$ cat config.mk
export PLATFORM = sky130hd
export DESIGN_NAME = bus_read_target
export DESIGN_NICKNAME = d
export VERILOG_FILES = /design/src/rtl/rdt_pkg.sv /design/src/rtl/rdt_decode.sv /design/src/rtl/rdt_beat_ctrl.sv /design/src/rtl/rdt_parity.sv /design/src/rtl/bus_read_target.sv
export SDC_FILE = /design/constraint.sdc
export NUM_CORES = 1
export LEC_CHECK = 0
export BUFFER_PORTS_ARGS = -buffer_cell sky130_fd_sc_hd__buf_2
export CORE_MARGIN = 1.5
export CORE_UTILIZATION = 45
export CTS_CLUSTER_SIZE = 20
export DETAILED_ROUTE_END_ITERATION = 10
export PLACE_DENSITY = 0.77
export SETUP_SLACK_MARGIN = 0.1
export SLEW_MARGIN = 0
export SYNTH_ARGS = -nofsm -noshare
export SYNTH_HDL_FRONTEND = slang
export SYNTH_SLANG_ARGS = --single-unit
export TNS_END_PERCENT = 30
$ cat constraint.sdc
create_clock -name clk -period 5.3 [get_ports clk]
set_clock_uncertainty 0.2 [all_clocks]
set_input_delay 1.06 -clock clk [delete_from_list [all_inputs] [get_ports clk]]
set_output_delay 1.06 -clock clk [all_outputs]
set_load 0.02 [all_outputs]
$ cat src/rtl/rdt_pkg.sv
package rdt_pkg;

    localparam int BUS_W  = 32;
    localparam int BE_W   = BUS_W / 8;
    localparam int STEP_B = BE_W;

    typedef enum logic [1:0] {
        ST_IDLE = 2'd0,
        ST_TURN = 2'd1,
        ST_DATA = 2'd2
    } rdt_state_e;

    typedef struct packed {
        logic [BUS_W-1:0] addr;
        logic [BE_W-1:0]  cmd;
    } rdt_addr_ph_t;

    localparam logic [BE_W-1:0] CMD_MEM_READ  = 4'b0110;
    localparam logic [BE_W-1:0] CMD_READ_MULT = 4'b1100;
    localparam logic [BE_W-1:0] CMD_READ_LINE = 4'b1110;

    function automatic logic is_read_cmd(input logic [BE_W-1:0] c);
        return (c == CMD_MEM_READ) || (c == CMD_READ_MULT) || (c == CMD_READ_LINE);
    endfunction

    function automatic logic even_par(input logic [BUS_W-1:0] d, input logic [BE_W-1:0] be);
        return ^{d, be};
    endfunction

endpackage

$ cat src/rtl/rdt_decode.sv
module rdt_decode
    import rdt_pkg::*;
#(
    parameter logic [BUS_W-1:0] BASE_ADDR = 32'h8000_0000,
    parameter int               WIN_BITS  = 12
) (
    input  logic             clk,
    input  logic             rst,
    input  logic             txn_n,
    input  logic             mst_rdy_n,
    input  logic [BUS_W-1:0] ad_i,
    input  logic [BE_W-1:0]  cbe_i,
    output logic             claim,
    output rdt_addr_ph_t     addr_ph
);

    logic prev_txn_n;
    logic prev_mrdy_n;
    logic start;
    logic in_window;

    // Bus idle on the previous edge: both the cycle and ready lines were high.
    always_ff @(posedge clk) begin
        if (rst) begin
            prev_txn_n  <= 1'b1;
            prev_mrdy_n <= 1'b1;
        end else begin
            prev_txn_n  <= txn_n;
            prev_mrdy_n <= mst_rdy_n;
        end
    end

    always_comb begin
        start        = !txn_n && prev_txn_n && prev_mrdy_n;
        in_window    = (ad_i[BUS_W-1:WIN_BITS] == BASE_ADDR[BUS_W-1:WIN_BITS]);
        addr_ph.addr = ad_i;
        addr_ph.cmd  = cbe_i;
        claim        = start && in_window && is_read_cmd(cbe_i);
    end

    // a start edge needs the bus idle one edge earlier.
    assert_start_after_idle_R10: assert property (@(posedge clk) disable iff (rst)
        claim |-> $past(txn_n) && $past(mst_rdy_n));

endmodule

$ cat src/rtl/rdt_beat_ctrl.sv
module rdt_beat_ctrl
    import rdt_pkg::*;
(
    input  logic             clk,
    input  logic             rst,
    input  logic             claim,
    input  rdt_addr_ph_t     addr_ph,
    input  logic             txn_n,
    input  logic             mst_rdy_n,
    input  logic             rd_valid,
    input  logic [BUS_W-1:0] rd_data,
    output logic             rd_req,
    output logic [BUS_W-1:0] rd_addr,
    output logic [BUS_W-1:0] ad_o,
    output logic             ad_oe,
    output logic             slv_rdy_n,
    output logic             sel_n
);

    localparam logic [BUS_W-1:0] STEP = BUS_W'(STEP_B);

    rdt_state_e       state;
    logic [BUS_W-1:0] beat_addr;
    logic             xfer;
    logic             last;
    logic             load;

    always_comb begin
        xfer    = (state == ST_DATA) && !slv_rdy_n && !mst_rdy_n;
        last    = txn_n;
        rd_req  = (state == ST_TURN)
               || ((state == ST_DATA) && slv_rdy_n)
               || (xfer && !last);
        rd_addr = xfer ? beat_addr + STEP : beat_addr;
        load    = rd_req && rd_valid;
    end

    always_ff @(posedge clk) begin
        if (rst) begin
            state     <= ST_IDLE;
            beat_addr <= '0;
            ad_o      <= '0;
            ad_oe     <= 1'b0;
            sel_n     <= 1'b1;
            slv_rdy_n <= 1'b1;
        end else begin
            unique case (state)
                ST_IDLE: begin
                    if (claim) begin
                        beat_addr <= {addr_ph.addr[BUS_W-1:2], 2'b00};
                        state     <= ST_TURN;
                    end
                end
                ST_TURN: begin
                    // Turnaround over: claim and start driving the lines.
                    state <= ST_DATA;
                    sel_n <= 1'b0;
                    ad_oe <= 1'b1;
                    if (load) begin
                        ad_o      <= rd_data;
                        slv_rdy_n <= 1'b0;
                    end
                end
                ST_DATA: begin
                    if (xfer && last) begin
                        state     <= ST_IDLE;
                        sel_n     <= 1'b1;
                        slv_rdy_n <= 1'b1;
                        ad_oe     <= 1'b0;
                    end else if (xfer) begin
                        beat_addr <= beat_addr + STEP;
                        if (load) begin
                            ad_o      <= rd_data;
                            slv_rdy_n <= 1'b0;
                        end else begin
                            slv_rdy_n <= 1'b1;
                        end
                    end else if (slv_rdy_n && load) begin
                        ad_o      <= rd_data;
                        slv_rdy_n <= 1'b0;
                    end
                end
                default: state <= ST_IDLE;
            endcase
        end
    end

    assert_turnaround_quiet_R3: assert property (@(posedge clk) disable iff (rst)
        (state == ST_IDLE && claim) |=> (sel_n && slv_rdy_n && !ad_oe));

    assert_ready_inside_claim_R4: assert property (@(posedge clk) disable iff (rst)
        !slv_rdy_n |-> (!sel_n && ad_oe));

    assert_hold_word_R5: assert property (@(posedge clk) disable iff (rst)
        (!slv_rdy_n && mst_rdy_n) |=> (!slv_rdy_n && $stable(ad_o)));

    assert_wait_local_R6: assert property (@(posedge clk) disable iff (rst)
        (state == ST_DATA && slv_rdy_n && !rd_valid) |=> slv_rdy_n);

    assert_release_after_last_R8: assert property (@(posedge clk) disable iff (rst)
        (!slv_rdy_n && !mst_rdy_n && txn_n) |=> (sel_n && slv_rdy_n && !ad_oe));

endmodule

$ cat src/rtl/rdt_parity.sv
module rdt_parity
    import rdt_pkg::*;
(
    input  logic             clk,
    input  logic             rst,
    input  logic [BUS_W-1:0] ad_o,
    input  logic [BE_W-1:0]  cbe_i,
    input  logic             ad_oe,
    output logic             par_o,
    output logic             par_oe
);

    // All four lanes count, whatever the byte enables say.
    always_ff @(posedge clk) begin
        if (rst) begin
            par_o  <= 1'b0;
            par_oe <= 1'b0;
        end else begin
            par_o  <= even_par(ad_o, cbe_i);
            par_oe <= ad_oe;
        end
    end

endmodule

$ cat src/rtl/bus_read_target.sv
module bus_read_target
    import rdt_pkg::*;
#(
    parameter logic [BUS_W-1:0] BASE_ADDR = 32'h8000_0000,
    parameter int               WIN_BITS  = 12
) (
    input  logic             clk,
    input  logic             rst,
    input  logic             txn_n,
    input  logic             mst_rdy_n,
    input  logic [BUS_W-1:0] ad_i,
    input  logic [BE_W-1:0]  cbe_i,
    output logic [BUS_W-1:0] ad_o,
    output logic             ad_oe,
    output logic             slv_rdy_n,
    output logic             sel_n,
    output logic             par_o,
    output logic             par_oe,
    output logic             rd_req,
    output logic [BUS_W-1:0] rd_addr,
    input  logic             rd_valid,
    input  logic [BUS_W-1:0] rd_data
);

    logic         claim;
    rdt_addr_ph_t addr_ph;

    rdt_decode #(
        .BASE_ADDR (BASE_ADDR),
        .WIN_BITS  (WIN_BITS)
    ) u_decode (
        .clk       (clk),
        .rst       (rst),
        .txn_n     (txn_n),
        .mst_rdy_n (mst_rdy_n),
        .ad_i      (ad_i),
        .cbe_i     (cbe_i),
        .claim     (claim),
        .addr_ph   (addr_ph)
    );

    rdt_beat_ctrl u_ctrl (
        .clk       (clk),
        .rst       (rst),
        .claim     (claim),
        .addr_ph   (addr_ph),
        .txn_n     (txn_n),
        .mst_rdy_n (mst_rdy_n),
        .rd_valid  (rd_valid),
        .rd_data   (rd_data),
        .rd_req    (rd_req),
        .rd_addr   (rd_addr),
        .ad_o      (ad_o),
        .ad_oe     (ad_oe),
        .slv_rdy_n (slv_rdy_n),
        .sel_n     (sel_n)
    );

    rdt_parity u_parity (
        .clk    (clk),
        .rst    (rst),
        .ad_o   (ad_o),
        .cbe_i  (cbe_i),
        .ad_oe  (ad_oe),
        .par_o  (par_o),
        .par_oe (par_oe)
    );

    // parity drive follows a claimed clock by one edge.
    assert_par_follows_claim_R9: assert property (@(posedge clk) disable iff (rst)
        !sel_n |=> par_oe);

endmodule

==> metrics, run 1 <==
status=finished, final reports clean; port buffer count=138; Max Clock Freq=232 MHz; combinational fraction of design power=0.058; sequential power share=0.511; final instance area=about 4900 um2; Post-Syn Area per Cell=around 7.7 um2; Non-Filler Instances=~750; RSZ-0062 raised after global routing=false; total power=roughly 1.0 mW; site row count=34; wire per inst=~14 um; Routed WL=between 10 and 15 mm; grt ovf=0; Final Max Tran Viols=0; initial antenna violation count=0; Worst Max-Slew Pin Slew=1.16 ns; NetSw=~0.25 mW; LEAKAGE=approximately 2.1 nW; M1 GR Usage=0.275; Worst Setup SP=mst_rdy_n; CP Class=input port to output pin; total number of vias=4092; #FFs+latches synth=71; largest registers=u_ctrl.ad_o: 32 flops, u_ctrl.beat_addr: 30 flops, u_ctrl.state: 2 flops; initial drt markers=159; largest area contributor in the netlist=dfxtp_1; endpoints failing hold=0; clk root buf=clkbuf_8; largest register by flop count=u_ctrl.ad_o; vias in the first global route=3782; Yosys cell types=roughly 50; Die Height=97.3 um; cts hold-fix bufs=0; GR peak layer=met2; worst hold path depth=2; dpl cells=737; DP Area=~4700 um2; sw frac=0.237; global placement routability congestion=between 0.8 and 0.9; CP Launch Type=input port; global routing usage on met2=0.377; drt pass-1 iters=4; synthesized area=between 3000 and 4000 um2; Largest register FFs=32; initial cell density of the core=0.461; Worst Path Required=4.04 ns; clk buf depth=2; layout cells sized above 1=0.260; Critical Path AT=3.06 ns; Die Wd=~100 um; Final ANT Viol Nets=0; CTS tree=done; met3 usage=0.0453; ys flop type=dfxtp_1; H-tree Lvls=3; P per Cell Area=roughly 210 nW/um2; ys async rst share=0; Final Critical Period=approximately 4.3 ns; Worst VDD drop=approximately 0.00016 V; yosys warns=0; Residual DRC=0; clock sink count=about 70; post-CTS sizing=0; clock slew at reported path FFs=roughly 0.090 ns; Hold WS=between 0.2 and 0.3 ns; first-pass GRT wire length=between 15 and 20 mm; DPL Wire Length=7.65 mm; reg2reg start=u_ctrl.state[0]; ANT cells=0; worst skew pair latency=~0.34 ns; setup violators final=0; Fin Setup TNS=0 ns; routed vias/inst=roughly 5.4; I/O Pins=143; hold crit path type=register to register; number of synthesized flops with an enable pin=0; Layout area overhead=23.5%; Inserted Clock Buffers=9; number of max-cap violations=0; Die ar.=between 9000 and 10000 um2; Syn Inst Count=about 520; post-synth top area share=0.355; Total GRT Usage=0.219; final net count=about 720; Worst R2R End=u_ctrl.ad_o[27]; largest net degree at the start of global routing=39; core area=8680 um2; CP Capture Point=rd_addr[26]; postcts setup bufs=0; CP Max Fanout=16; clock power share=0.431; sequential area share after synthesis=0.355; crit end category=output pin; r2r setup slk=around 2 ns; Int Pwr=approximately 0.80 mW; synth top area cells=dfxtp_1, xnor2_1, nand2_1, a21oi_1, xor2_1; normalized max-slew margin=0.227; reg2reg path depth=8; Tcrit/Tclk final=0.814
synthesized netlist by cell type, types with 4 or more instances:
master     n
or4_1      4
nand4_1    6
nor4_1     7
nor2b_1    5
and4_1     7
nor3_1    10
dfxtp_1   71
or2_2      6
xor2_1    18
a21oi_1   62
a31oi_1    8
xnor2_1   42
nand2_1   96
inv_1      9
ha_1       9
nor2_1    27
nand3_1   17
and3_1     5
clkbuf_1  27
or3_1      7
o21ai_0   24
nand3b_1   6
o211ai_1   4
worst min path at each step:
stage                          from  slack, ns         endpoint
floorplan           u_ctrl.state[1]       0.25  u_ctrl.state[1]
global placement    u_ctrl.state[1]       0.26  u_ctrl.state[1]
detailed placement   u_ctrl.ad_o[3]       0.27   u_ctrl.ad_o[3]
CTS                  u_ctrl.ad_o[3]       0.28   u_ctrl.ad_o[3]
global route        u_ctrl.ad_o[19]       0.30  u_ctrl.ad_o[19]
finish              u_ctrl.ad_o[26]       0.28  u_ctrl.ad_o[26]
cell usage in the layout (no fill, tap or decap), drive strengths merged, types with 3 or more instances in the layout:
master	instances
dfxtp	71
nand4	6
a22o	3
nor2b	5
a21oi	62
or3	7
o211ai	4
ha	9
o21a	3
or2	6
buf	143
and2	4
nand2b	3
nand3	18
nor3	10
and3	5
and4	7
o21ai	25
nand3b	6
inv	10
xnor2	42
clkinv	3
or4	4
nand2	96
nor4	7
nor2	27
clkbuf	10
a31oi	8
xor2	18
cell families (layout without fill, tap and decap cells):
logic type	count (synthesis)	count (layout)	synth area share
and+or+nand+nor	218	218	0.272
AOI/OAI and AO/OA	115	115	0.161
DFF	71	71	0.355
xor gates and xnor gates	61	61	0.137
buffers and inverters	42	168	0.0422
adders and majority gates	9	9	0.0282
other	1	2	0.000938
muxes	1	1	0.00282
layout make-up:
cell class / instances / area (um2)
Fill cell: 835 / 3740
Multi-Input combinational cell: 406 / 2410
Sequential cell: 71 / 1420
Timing Repair Buffer: 143 / 728
Clock buffer: 10 / 138
Tap cell: 108 / 135
Clock inverter: 6 / 68.8
Inverter: 9 / 33.8
layer usage:
metal,routed length [um],vias up,share of wire
met1,4320,1859,0.41
li1,-,2033,-
met3,879,12,0.084
met5,0,-,0
met2,5160,188,0.49
met4,129,0,0.012
through the flow:
step	worst slack (ns)	utilization
after global routing	0.848	0.569
after CTS	0.993	0.569
after detailed placement	0.993	0.545
final	0.985	0.569
after floorplan	1.36	-
after global placement	1.02	0.545
critical path: stages:
cell and delay, ns:
buf_2 0.13, nor3b_4 0.16, buf_4 0.22, nand2_1 0.17, or4_1 0.74, nor2_1 0.22
xor2_1 0.16, buf_2 0.18
power groups by stage:
stage / combinational, mW / clock, mW / sequential [mW]
finish: 0.0605 / 0.452 / 0.535
global route: 0.0656 / 0.484 / 0.535
CTS: 0.0608 / 0.459 / 0.535
detailed placement: 0.0605 / 0 / 0.548
global placement: 0.0592 / 0 / 0.548
floorplan: 0.0267 / 0 / 0.549
(Power assumes the default switching activity.)
==> inputs of run 2 (changes only) <==
--- a/config.mk
+++ b/config.mk
@@ -5,12 +5,13 @@
 export SDC_FILE = /design/constraint.sdc
 export NUM_CORES = 1
 export LEC_CHECK = 0
+export ABC_AREA = 1
 export BUFFER_PORTS_ARGS = -buffer_cell sky130_fd_sc_hd__buf_2
 export CORE_MARGIN = 1.5
 export CORE_UTILIZATION = 45
 export CTS_CLUSTER_SIZE = 20
 export DETAILED_ROUTE_END_ITERATION = 10
-export PLACE_DENSITY = 0.77
+export PLACE_DENSITY = 0.78
 export SETUP_SLACK_MARGIN = 0.1
 export SLEW_MARGIN = 0
 export SYNTH_ARGS = -nofsm -noshare
==> constraint.sdc (replaced) <==
create_clock -name clk -period 3.6 [get_ports clk]
set_clock_uncertainty 0.2 [all_clocks]
set_input_delay 0.72 -clock clk [delete_from_list [all_inputs] [get_ports clk]]
set_output_delay 0.72 -clock clk [all_outputs]
set_load 0.02 [all_outputs]
==> run 2 against run 1 <==
Net effect: synthesized area rose by 15%; sequential cell count did not move; combinational power rose by 74%; critical path depth rose by 1; first-iteration DRC count rose by 82%; critical path type is now register to output pin.
==> metrics, run 2 <==
largest net degree at the start of global routing=39 (unchanged); I/O Pins=143 (unchanged); synth top area cells=dfxtp_1, nand2_1, inv_1, a21oi_1, o21ai_0 (was dfxtp_1, xnor2_1, nand2_1, a21oi_1, xor2_1); Die ar.=10800 um2 (was 9460 um2); Tcrit/Tclk final=0.892; most common cell after layout, fill and taps aside=nand2_1 (was buf_2); number of max-cap violations=0 (unchanged); Post-Syn Area per Cell=6.09 um2 (was 7.72 um2); Die Height=104 um (was 97.3 um); Yosys cell types=37 (was 49); Worst VDD drop=0.000191 V (was 0.000160 V); Max Clock Freq=slightly above 300 MHz; total number of vias=4947 (was 4092); clock sink count=71 (unchanged); Critical Path AT=2.29 ns (was 3.06 ns); CP Max Fanout=14 (was 16); sequential area share after synthesis=0.310 (was 0.355); routed vias/inst=4.84 (was 5.43); site row count=36 (was 34); first-pass GRT wire length=19.9 mm (was 17.3 mm); worst skew pair latency=0.35 ns (was 0.34 ns); synth cell count leaders=nand2_1, inv_1, dfxtp_1 (was nand2_1, dfxtp_1, a21oi_1); CTS tree=done (unchanged); initial drt markers=290 (was 159); setup violators final=0 (unchanged); number of fill cells=1048 (was 835); initial antenna violation count=0 (unchanged); synthesized area=4590 um2 (was 4000 um2); Total GRT Usage=0.221 (was 0.219); P per Cell Area=282 nW/um2 (was 212 nW/um2); area of the multi-input gates=2660 um2 (was 2410 um2); Sequential Area=1420 um2 (unchanged); Final ANT Viol Nets=0 (unchanged); final instance area=5570 um2 (was 4940 um2); wire per inst=11.5 um (was 13.9 um); Synth Area in Compound Gates=0.134 (was 0.161); grt ovf=0 (unchanged); Routed WL=11.8 mm (was 10.5 mm); Post-Synth Simple-Gate Area=0.371 (was 0.272); hold crit path type=register to register (unchanged); clk buf depth=2 (unchanged); DP Area=5360 um2 (was 4730 um2); layout cells sized above 1=0.202 (was 0.260); postcts setup bufs=0 (unchanged); Syn Inst Count=754 (was 518); XOR/XNOR share of the synthesized area=0.0455 (was 0.137); Fin Setup TNS=0 ns (unchanged); worst hold path depth=2 (unchanged); drt pass-1 iters=7 (was 4); post-CTS sizing=0 (unchanged); global placement routability congestion=0.893 (was 0.858); clock slew at reported path FFs=0.08 ns (was 0.09 ns); ANT cells=0 (unchanged); CP Launch Type=register (was input port); number of synthesized flops with an enable pin=0 (unchanged); Residual DRC=0 (unchanged); status=finished, final reports clean (unchanged); Layout area overhead=21.3% (was 23.5%); LEAKAGE=2.97 nW (was 2.10 nW); Synth Area in Adders=0.0245 (was 0.0282); initial cell density of the core=0.467 (was 0.461); #FFs+latches synth=71 (unchanged); reg2reg path depth=11 (was 8); most frequent cell after synthesis=nand2_1 (unchanged); mux contribution to synthesized area=0.00218 (was 0.00282); largest registers=u_ctrl.ad_o: 32 flops, u_ctrl.beat_addr: 30 flops, u_ctrl.state: 2 flops (unchanged); largest register by flop count=u_ctrl.ad_o (unchanged); vias in the first global route=4431 (was 3782); Largest register FFs=32 (unchanged); DPL Wire Length=8.82 mm (was 7.65 mm); cts hold-fix bufs=0 (unchanged); commonest non-fill, non-tap cells in the layout=nand2_1, buf_2, inv_1, dfxtp_1, a21oi_1 (was buf_2, nand2_1, dfxtp_1, a21oi_1, xnor2_1); port buffer count=138 (unchanged); Final Critical Period=between 3 and 4 ns; largest family of logic cells by synthesized area=simple AND/OR/NAND/NOR gates (unchanged); Final Max Tran Viols=0 (unchanged); H-tree Lvls=3 (unchanged); ys async rst share=0 (unchanged); CP Class=register to output pin (was input port to output pin); Inserted Clock Buffers=9 (unchanged); ys flop type=dfxtp_1 (unchanged); core area=9820 um2 (was 8680 um2); largest area contributor in the netlist=dfxtp_1 (unchanged); final net count=966 (was 722); Die Wd=104 um (was 97.3 um); yosys warns=0 (unchanged); clk root buf=clkbuf_8 (unchanged); RSZ-0062 raised after global routing=false (unchanged); Worst Path Required=2.68 ns (was 4.04 ns); endpoints failing hold=0 (unchanged); post-synth top area share=0.310 (was 0.355); crit end category=output pin (unchanged)
-- run 2: layout make-up --
cell class | instances | share of cell area
multi-input cells | 562 | 0.478
inverters | 95 | 0.0641
well taps | 133 | 0.0299
clock buffers | 10 | 0.0247
flip-flops and latches | 71 | 0.255
clock inverters | 6 | 0.0124
repair buffers | 145 | 0.136
-- run 2: cells by family (layout without fill, tap and decap cells) --
| kind of cell | after synthesis | count (layout) |
|---|---|---|
| flip-flops | 71 | 71 |
| other | 1 | 2 |
| adder cells (fa/ha/maj) | 9 | 9 |
| multiplexers | 1 | 1 |
| XOR/XNOR | 23 | 23 |
| buffers and inverters | 122 | 256 |
| AO/OA/AOI/OAI | 119 | 119 |
| AND/OR/NAND/NOR | 408 | 408 |
-- run 2: power by group --
group | switching, mW | internal (mW) | leakage, nW
logic | 0.0570 | 0.0479 | 2.31
clock network | 0.333 | 0.341 | 0.0912
registers | 0.000944 | 0.787 | 0.572
total | 0.391 | 1.18 | 2.97
-- run 2: critical path: stages (launching register included) --
cell	delay (ns)
dfxtp_1	0.34
inv_1	0.11
ha_1	0.23
nand3_4	0.22
nor2_2	0.27
nand2_1	0.16
nor2_4	0.16
nand2_1	0.08
xor2_1	0.18
buf_2	0.19
-- run 2: path summary, 6_finish.rpt --
kind / from / endpoint / slack [ns]
setup reg to reg: u_ctrl.state[0] / u_ctrl.ad_o[23] / 0.78
hold / removal: u_ctrl.ad_oe / u_parity.par_oe / 0.24
setup / recovery: u_ctrl.state[0] / rd_addr[20] / 0.39
hold reg to reg: u_ctrl.ad_oe / u_parity.par_oe / 0.24
-- run 2: routing by layer --
metal  global-route usage  wire, um  vias to the layer above
li1                     -         -                     2608
met1                0.289      5480                     2151
met4               0.0863       288                        0
met3               0.0376       750                       23
met5                    0         0                        -
met2                0.363      5260                      165
-- run 2: through the flow --
step	util	hold WS, ns	cells	worst slack (ns)	total power [mW]
5_1_grt	0.567	0.281	1022	0.230	1.64
3_5_place_dp	0.546	0.231	1006	0.500	0.912
6_report	0.567	0.245	1022	0.389	1.57
4_1_cts	0.567	0.247	1022	0.364	1.58
2_1_floorplan	-	0.271	755	0.865	0.860
3_3_place_gp	0.546	0.232	1006	0.514	0.911
